### src/rtl/rxf_pkg.sv
package rxf_pkg;
  localparam int unsigned DATA_W = 8;

  typedef struct packed {
    logic              perr;
    logic              ferr;
    logic [DATA_W-1:0] data;
  } rxf_entry_t;

  localparam int unsigned N_TAGS = 2;
  localparam int unsigned TAG_P  = 1;
  localparam int unsigned TAG_F  = 0;
endpackage

### src/rtl/rxf_store.sv
module rxf_store
  import rxf_pkg::*;
#(
  parameter int unsigned DEPTH = 64
) (
  input  logic       clk_i,
  input  logic       rst_ni,
  input  logic       clr_i,
  input  logic       wr_en_i,
  input  rxf_entry_t wr_entry_i,
  input  logic       rd_en_i,
  output rxf_entry_t rd_entry_o,
  output logic       full_o,
  output logic       empty_o
);
  localparam int unsigned PTR_W = $clog2(DEPTH);

  rxf_entry_t mem_q [DEPTH];
  logic [PTR_W:0] wr_ptr_q, rd_ptr_q;

  always_ff @(posedge clk_i or negedge rst_ni) begin
    if (!rst_ni) begin
      wr_ptr_q <= '0;
      rd_ptr_q <= '0;
    end else if (clr_i) begin
      wr_ptr_q <= '0;
      rd_ptr_q <= '0;
    end else begin
      if (wr_en_i) wr_ptr_q <= wr_ptr_q + 1'b1;
      if (rd_en_i) rd_ptr_q <= rd_ptr_q + 1'b1;
    end
  end

  always_ff @(posedge clk_i) begin
    if (wr_en_i && !clr_i) mem_q[wr_ptr_q[PTR_W-1:0]] <= wr_entry_i;
  end

  assign rd_entry_o = mem_q[rd_ptr_q[PTR_W-1:0]];
  assign empty_o    = (wr_ptr_q == rd_ptr_q);
  assign full_o     = (wr_ptr_q[PTR_W] != rd_ptr_q[PTR_W]) &&
                      (wr_ptr_q[PTR_W-1:0] == rd_ptr_q[PTR_W-1:0]);
endmodule

### src/rtl/rxf_tag_cnt.sv
module rxf_tag_cnt #(
  parameter int unsigned CNT_W = 6
) (
  input  logic             clk_i,
  input  logic             rst_ni,
  input  logic             clr_i,
  input  logic             inc_i,
  input  logic             dec_i,
  output logic [CNT_W-1:0] cnt_o
);
  logic [CNT_W-1:0] cnt_q;

  // modulo wrap is intended: full FIFO of tagged entries reads zero
  always_ff @(posedge clk_i or negedge rst_ni) begin
    if (!rst_ni)                cnt_q <= '0;
    else if (clr_i)             cnt_q <= '0;
    else if (inc_i && !dec_i)   cnt_q <= cnt_q + 1'b1;
    else if (dec_i && !inc_i)   cnt_q <= cnt_q - 1'b1;
  end

  assign cnt_o = cnt_q;
endmodule

### src/rtl/rx_err_fifo.sv
module rx_err_fifo
  import rxf_pkg::*;
#(
  parameter int unsigned DEPTH    = 64,
  parameter int unsigned STATUS_W = 16,
  parameter int unsigned PERR_LSB = 8,
  parameter int unsigned FERR_LSB = 0
) (
  input  logic                clk_i,
  input  logic                rst_ni,
  input  logic                flush_i,
  input  logic                async_mode_i,
  input  logic                push_i,
  input  logic [DATA_W-1:0]   push_data_i,
  input  logic                push_perr_i,
  input  logic                push_ferr_i,
  input  logic                pop_i,
  output logic [DATA_W-1:0]   pop_data_o,
  output logic                pop_perr_o,
  output logic                pop_ferr_o,
  output logic                full_o,
  output logic                empty_o,
  output logic                overrun_o,
  output logic [STATUS_W-1:0] status_o
);
  localparam int unsigned CNT_W = $clog2(DEPTH);

  rxf_entry_t wr_entry, rd_entry;
  logic full, empty, pop_acc, push_acc, overrun_q;
  logic [N_TAGS-1:0] tag_in, tag_out;
  logic [CNT_W-1:0]  cnt [N_TAGS];

  assign pop_acc  = pop_i && !empty && !flush_i;
  assign push_acc = push_i && (!full || pop_acc) && !flush_i;

  assign wr_entry.data = push_data_i;
  assign wr_entry.perr = push_perr_i && async_mode_i;
  assign wr_entry.ferr = push_ferr_i && async_mode_i;

  rxf_store #(.DEPTH(DEPTH)) i_store (
    .clk_i      (clk_i),
    .rst_ni     (rst_ni),
    .clr_i      (flush_i),
    .wr_en_i    (push_acc),
    .wr_entry_i (wr_entry),
    .rd_en_i    (pop_acc),
    .rd_entry_o (rd_entry),
    .full_o     (full),
    .empty_o    (empty)
  );

  assign tag_in[TAG_P]  = wr_entry.perr;
  assign tag_in[TAG_F]  = wr_entry.ferr;
  assign tag_out[TAG_P] = rd_entry.perr;
  assign tag_out[TAG_F] = rd_entry.ferr;

  for (genvar g = 0; g < N_TAGS; g++) begin : g_cnt
    rxf_tag_cnt #(.CNT_W(CNT_W)) i_cnt (
      .clk_i  (clk_i),
      .rst_ni (rst_ni),
      .clr_i  (flush_i),
      .inc_i  (push_acc && tag_in[g]),
      .dec_i  (pop_acc && tag_out[g]),
      .cnt_o  (cnt[g])
    );
  end

  always_ff @(posedge clk_i or negedge rst_ni) begin
    if (!rst_ni) overrun_q <= 1'b0;
    else         overrun_q <= push_i && full && !pop_acc && !flush_i;
  end

  always_comb begin
    status_o = '0;
    status_o[PERR_LSB +: CNT_W] = cnt[TAG_P];
    status_o[FERR_LSB +: CNT_W] = cnt[TAG_F];
  end

  assign pop_data_o = rd_entry.data;
  assign pop_perr_o = rd_entry.perr && !empty;
  assign pop_ferr_o = rd_entry.ferr && !empty;
  assign full_o     = full;
  assign empty_o    = empty;
  assign overrun_o  = overrun_q;
endmodule

### config.mk
export PLATFORM = sky130hd
export DESIGN_NAME = rx_err_fifo
export DESIGN_NICKNAME = d
export VERILOG_FILES = /design/src/rtl/rxf_pkg.sv /design/src/rtl/rxf_store.sv /design/src/rtl/rxf_tag_cnt.sv /design/src/rtl/rx_err_fifo.sv
export SDC_FILE = /design/constraint.sdc
export NUM_CORES = 1
export LEC_CHECK = 0
export CAP_MARGIN = 20
export CELL_PAD_IN_SITES_DETAIL_PLACEMENT = 0
export CELL_PAD_IN_SITES_GLOBAL_PLACEMENT = 1
export CORE_UTILIZATION = 55
export DETAILED_ROUTE_END_ITERATION = 8
export GPL_TIMING_DRIVEN = 0
export PLACE_DENSITY_LB_ADDON = 0.1
export SLEW_MARGIN = 20
export SYNTH_ARGS = -nofsm -noshare
export SYNTH_HDL_FRONTEND = slang
export SYNTH_HIERARCHICAL = 1
export SYNTH_SLANG_ARGS = --single-unit
### constraint.sdc
create_clock -name clk_i -period 5.85 [get_ports clk_i]
set_input_delay 0.585 -clock clk_i [delete_from_list [all_inputs] [get_ports clk_i]]
set_output_delay 0.585 -clock clk_i [all_outputs]
set_load 0.01 [all_outputs]
==> results.yml, run 1 <==
drt:
  vias: 13700
  drtIter0Drc: 1442
  vias_per_cell: 6.29
  drc: 0
  routedWlPerCell_um: 29.5
  drtPass1Iterations: 5
  drt-total-wl_um: 64500
  final_antenna_net_count: 0
synthesis:
  yosysSeqAreaShare: 0.742
  ys.flop_type: "edfxtp_1"
  synthTopCellsByArea: "edfxtp_1 (72%), mux4_2 (9.4%), mux2i_1 (2.9%)"
  async_flop_share: 0.0405
  synth_edf_count: 640
  ys_ff_latch: 667
  yosys.cell_types.count: 50
  yosys.area.top_type: "edfxtp_1"
  syn-cell-area_mm2: 0.0268
  synthCells: 1395
  yosysTopAreaCellShare: 0.717
  avgSynthCellArea_um2: 19.2
  ys_warn_count: 6
critical_path:
  critPathKind: "flop to flop"
  crit_fanout: 10
  r2r-start: "i_store/rd_ptr_q[0]"
  startpoint: "i_store/rd_ptr_q[0]"
  worstRegToRegCells: 14
  cp-start-kind: "flop"
  worstPathArrival_ns: 5.80
  crit_end: "i_store/mem_q[38][9]"
  critical_path_required_ns: 6.08
  crit_path_end_kind: "flop"
  r2r-end: "i_store/mem_q[38][9]"
  r2r_slack_ns: 0.28
cts:
  cts_max_level: 3
  holdBufCountCts: 1
  cts_tree: "built"
  clock_latency_ns: 0.61
  cts_made_buffers: 68
  cts_post_setup_buffers_inserted: 0
  cts-root-buf: "clkbuf_16"
  ctsResizeCount: 0
  clkTransAtPathRegs_ns: 0.07
  clockBufferDepth: 3
  numClockSinks: 667
die:
  die_h_um: 223
  rows: 80
  start_util: 0.559
  die-area_mm2: 0.0496
  core_mm2: 0.0479
  die_w_um: 223
  io_pins: 45
timing:
  clock_skew_ns: 0.0221
  min_period_ns: 5.57
  fmaxAchievable_mhz: 179
  tns_ns: 0
  slew_headroom: 0.267
  period_share: 0.952
  tightest_slew_ns: 1.10
  rsz0062_at_grt: "no"
  hold_viol_final: 0
  finalSetupViolCount: 0
  finalMaxSlewViolations: 0
global_route:
  grt_max_degree: 65
  antenna_found_initial: 0
  grtUsageTotal: 0.268
  grt_pass1_wl_um: 93500
  grt_overflow: 0
  first_global_vias: 13800
power_and_ir_drop:
  power_mw: 10.1
  p_leak_nw: 9.48
  peakVddDrop_mv: 0.257
  power_density_mw_per_mm2: 332
final_layout:
  areaGrowthSynthToFinish_pct: 13.4
  final_cell_mix: "edfxtp_1 (640), mux4_2 (112), nor2_1 (102)"
  num-nets-final: 1545
  drive_above_1_share: 0.210
  final_common_cell: "edfxtp_1"
run:
  maxCapViolations: 0
run_status:
  status: "finished clean"
place:
  hpwlAfterDp_um: 40500
  place.gp.congestion: 0.853
  io_buffers: 40
worst_hold_path:
  hold_path_class: "input port to asynchronous set/reset pin"
-- critical path, cell delays in order, from the launching register on --
cell	delay [ns]
dfrtp_1	0.42
buf_4	0.30
buf_2	0.36
buf_2	0.44
xor2_1	0.20
nor4_1	0.08
nand3_1	0.19
nor2b_1	0.16
nand2b_4	0.18
a21oi_1	0.36
clkbuf_1	0.34
nor2b_1	0.28
nor2b_1	0.29
nand3_1	0.53
nor2_1	1.03
-- final cells by class --
type                            instances  area (um^2)
Sequential cell                       667        19900
Fill cell                            3315        17500
Multi-Input combinational cell        636         6350
Clock buffer                           82         1810
Tap cell                              615          769
Buffer                                 80          538
Clock inverter                         42          508
Timing Repair Buffer                   47          480
Inverter                               15         56.3
Antenna cell                            1         2.50
-- power breakdown --
part           leakage, nW  internal (mW)  switching (mW)  total, mW
clock network         1.14           2.70            1.78       4.48
registers             6.05           5.24         0.00788       5.25
logic                 2.29          0.138           0.228      0.366
-- metrics by stage --
stage          worst slack [ns]  area [um^2]  hold slack (ns)  std cells  utilization
2_1_floorplan              1.95        26800            0.289       1398            -
3_3_place_gp              0.385        28000            0.527       2053        0.584
3_5_place_dp              0.304        28100            0.533       2059        0.586
4_1_cts                   0.297        30400            0.460       2184        0.634
5_1_grt                  0.0407        30400            0.511       2184        0.634
6_report                  0.278        30400            0.477       2185        0.634
-- cells by family (layout without fill, tap and decap cells) --
group / Yosys count / count (layout) / synth area share
AOI/OAI and AO/OA: 140 / 140 / 0.0377
adders and majority gates: 14 / 14 / 0.00709
and+or+nand+nor: 226 / 226 / 0.0383
xor gates and xnor gates: 24 / 24 / 0.00784
DFF: 667 / 667 / 0.742
muxes: 228 / 228 / 0.145
other: 1 / 5 / 0.000140
buffers and inverters: 95 / 266 / 0.0222
-- synth_stat cells, types with 11 or more instances --
library cell / n
nor2_1: 107
buf_2: 20
clkbuf_1: 21
buf_6: 11
xor2_1: 14
dfrtp_1: 27
mux2i_1: 78
ha_1: 12
mux2_2: 26
a21oi_1: 24
nand3_1: 22
edfxtp_1: 640
a22o_1: 12
a22oi_1: 18
mux4_2: 112
inv_1: 15
buf_4: 17
a221oi_1: 16
nand2_1: 41
nand2b_1: 14
nor2b_1: 19
o22ai_1: 18
-- state kept, by name, summed over array words and instances (netlist names) --
register           cells
g_cnt.i_cnt/cnt_o     12
overrun_o              1
i_store/rd_ptr_q       7
i_store/mem_q        640
i_store/wr_ptr_q       7
-- layer usage --
layer	vias to the layer above	GRT usage	wire length, um
met1	7230	0.385	27400
met2	516	0.410	30500
li1	5888	-	-
met4	0	0.102	2120
met5	-	0	0
met3	105	0.0521	4510
-- worst min path at each step --
stage | startpoint | endpoint | slack, ns | cells past startpoint
3_3_place_gp | g_cnt[1].i_cnt/cnt_o[4] | g_cnt[1].i_cnt/cnt_o[4] | 0.53 | 1
2_1_floorplan | rst_ni | g_cnt[0].i_cnt/cnt_o[0] | 0.29 | 0
3_5_place_dp | g_cnt[1].i_cnt/cnt_o[4] | g_cnt[1].i_cnt/cnt_o[4] | 0.53 | 1
6_report | rst_ni | i_store/wr_ptr_q[5] | 0.48 | 2
5_1_grt | rst_ni | i_store/wr_ptr_q[0] | 0.51 | 2
4_1_cts | rst_ni | i_store/wr_ptr_q[1] | 0.46 | 2
Power figures use the tool's default switching activity.
==> inputs of run 2 (changes only) <==
--- a/config.mk
+++ b/config.mk
@@ -11,7 +11,8 @@
 export CORE_UTILIZATION = 55
 export DETAILED_ROUTE_END_ITERATION = 8
 export GPL_TIMING_DRIVEN = 0
-export PLACE_DENSITY_LB_ADDON = 0.1
+export PLACE_DENSITY = 0.87
+export REMOVE_ABC_BUFFERS = 1
 export SLEW_MARGIN = 20
 export SYNTH_ARGS = -nofsm -noshare
 export SYNTH_HDL_FRONTEND = slang
==> results.yml, run 2 (synthesized netlist as in run 1, its figures left out) <==
run_status:
  status: "finished clean"
drt:
  drtPass1Iterations: 5
  drc: 0
  routedWlPerCell_um: 27.2
  vias_per_cell: 6.33
  drtIter0Drc: 1376
  drt-total-wl_um: 57600
  final_antenna_net_count: 0
  vias: 13400
place:
  place.gp.congestion: 0.791
  hpwlAfterDp_um: 34900
  post_dp_cell_area_mm2: 0.0279
  io_buffers: 40
timing:
  clock_skew_ns: 0.0323
  slew_headroom: 0.249
  min_period_ns: 5.62
  fmaxAchievable_mhz: 178
  holdWs_ns: 0.0566
  hold_viol_final: 0
  period_share: 0.960
  finalSetupViolCount: 0
  finalMaxSlewViolations: 0
  rsz0062_at_grt: "no"
  tightest_slew_ns: 1.12
global_route:
  grtUsageTotal: 0.239
  antenna_found_initial: 1
  grt_pass1_wl_um: 85600
  grt_overflow: 0
  first_global_vias: 13600
  grt_max_degree: 51
worst_hold_path:
  hold_path_class: "input port to asynchronous set/reset pin"
power_and_ir_drop:
  peakVddDrop_mv: 0.340
  switchingPower_mw: 1.94
  swShare: 0.200
  p_leak_nw: 9.19
  power_density_mw_per_mm2: 323
  pwr-share-clk: 0.424
  combPwrFrac: 0.036
  sequentialPowerShare: 0.540
  internal_power_mw: 7.78
  power_mw: 9.73
critical_path:
  crit_path_end_kind: "flop"
  cpPeakStageDelay_ns: 0.82
  r2r-start: "i_store/rd_ptr_q[3]"
  cp_num_cells: 17
  r2r_slack_ns: 0.23
  worstRegToRegCells: 17
  r2r-end: "g_cnt[0].i_cnt/cnt_o[5]"
  critical_path_required_ns: 6.30
  crit_fanout: 50
  cp-start-kind: "flop"
  worstPathArrival_ns: 6.07
  cp_cell_sequence: "buf_16 -> and2b_1 -> nand2_1 -> o22ai_1 -> a211oi_1 -> a22o_1 -> nor2b_1 -> nor2b_1 -> inv_1 -> ha_1 -> inv_1 -> ha_1 -> a21oi_2 -> nand2_1 -> a31oi_1 -> mux2i_1 -> mux2_1"
  critPathBufInv: 3
  critPathKind: "flop to flop"
  worst_path_dominant_cell_family: "compound AO/OA/AOI/OAI gates"
  cp_slowest_cell: "dfrtp_4"
cts:
  cts-root-buf: "clkbuf_16"
  holdBufCountCts: 0
  clockBufferDepth: 3
  cts_max_level: 3
  ctsResizeCount: 0
  cts_tree: "built"
  cts_made_buffers: 67
  numClockSinks: 667
  clock_latency_ns: 0.60
  clkTransAtPathRegs_ns: 0.06
  cts_post_setup_buffers_inserted: 0
die:
  rows: 80
  die_w_um: 223
  start_util: 0.559
  die_h_um: 223
  io_pins: 45
  die-area_mm2: 0.0496
  core_mm2: 0.0479
final_layout:
  drive_above_1_share: 0.195
  final_common_cell: "edfxtp_1"
  fin_util: 0.628
  num-nets-final: 1483
  areaGrowthSynthToFinish_pct: 12.3
  largest_reg_flops: 640
  final_cell_mix: "edfxtp_1 (640), mux4_2 (112), nor2_1 (92)"
  fin_area_mm2: 0.0301
  diodes: 0
run:
  maxCapViolations: 0
==> run 2: changes by cell type in the layout (fill, tap and decap cells not counted), sizes merged, moves of 2 or more <==
| cell | previous run | this run |
|---|---|---|
| buf | 75 | 36 |
| bufinv | 11 | 4 |
| clkbuf | 103 | 91 |
| clkinvlp | 2 | 0 |
| inv | 19 | 16 |
==> run 2: how the worst max path moves through the flow <==
stage                              from                 endpoint  slack [ns]
global placement    i_store/rd_ptr_q[1]  g_cnt[1].i_cnt/cnt_o[5]       -7.18
detailed placement  i_store/rd_ptr_q[0]  g_cnt[0].i_cnt/cnt_o[5]        0.41
finish              i_store/rd_ptr_q[3]  g_cnt[0].i_cnt/cnt_o[5]        0.23
floorplan           i_store/rd_ptr_q[1]  g_cnt[0].i_cnt/cnt_o[5]       -3.38
global route        i_store/rd_ptr_q[0]  g_cnt[0].i_cnt/cnt_o[5]        0.11
CTS                 i_store/rd_ptr_q[0]  g_cnt[0].i_cnt/cnt_o[5]        0.38
==> run 2: power by group through the flow <==
stage / sequential (mW) / clock (mW) / combinational, mW
floorplan: 5.37 / 0 / 0.164
finish: 5.25 / 4.12 / 0.352
global placement: 5.39 / 0 / 0.312
global route: 5.25 / 4.36 / 0.377
CTS: 5.25 / 4.18 / 0.353
detailed placement: 5.35 / 0 / 0.351
==> run 2: area by class of cell <==
type / count / area (um^2)
sequential: 667 / 19900
tap: 615 / 769
multi-input combinational: 636 / 6380
inverter: 15 / 56.3
clock inverter: 30 / 269
timing repair buffer: 66 / 863
fill: 3176 / 17800
clock buffer: 91 / 1850
==> run 2: per-layer routing <==
layer | part of all wire | GRT usage | vias to the layer above
li1 | - | - | 5758
met3 | 0.082 | 0.0476 | 110
met2 | 0.49 | 0.384 | 638
met1 | 0.39 | 0.328 | 6910
met4 | 0.031 | 0.0870 | 0
met5 | 0 | 0 | -
==> run 2: per-stage QoR <==
stage	setup WS (ns)	instances	setup TNS (ns)
floorplan	-3.38	1318	-1566.47
global placement	-7.18	1973	-3986.49
detailed placement	0.408	1996	0
CTS	0.382	2117	0
global route	0.110	2120	0
finish	0.232	2120	0
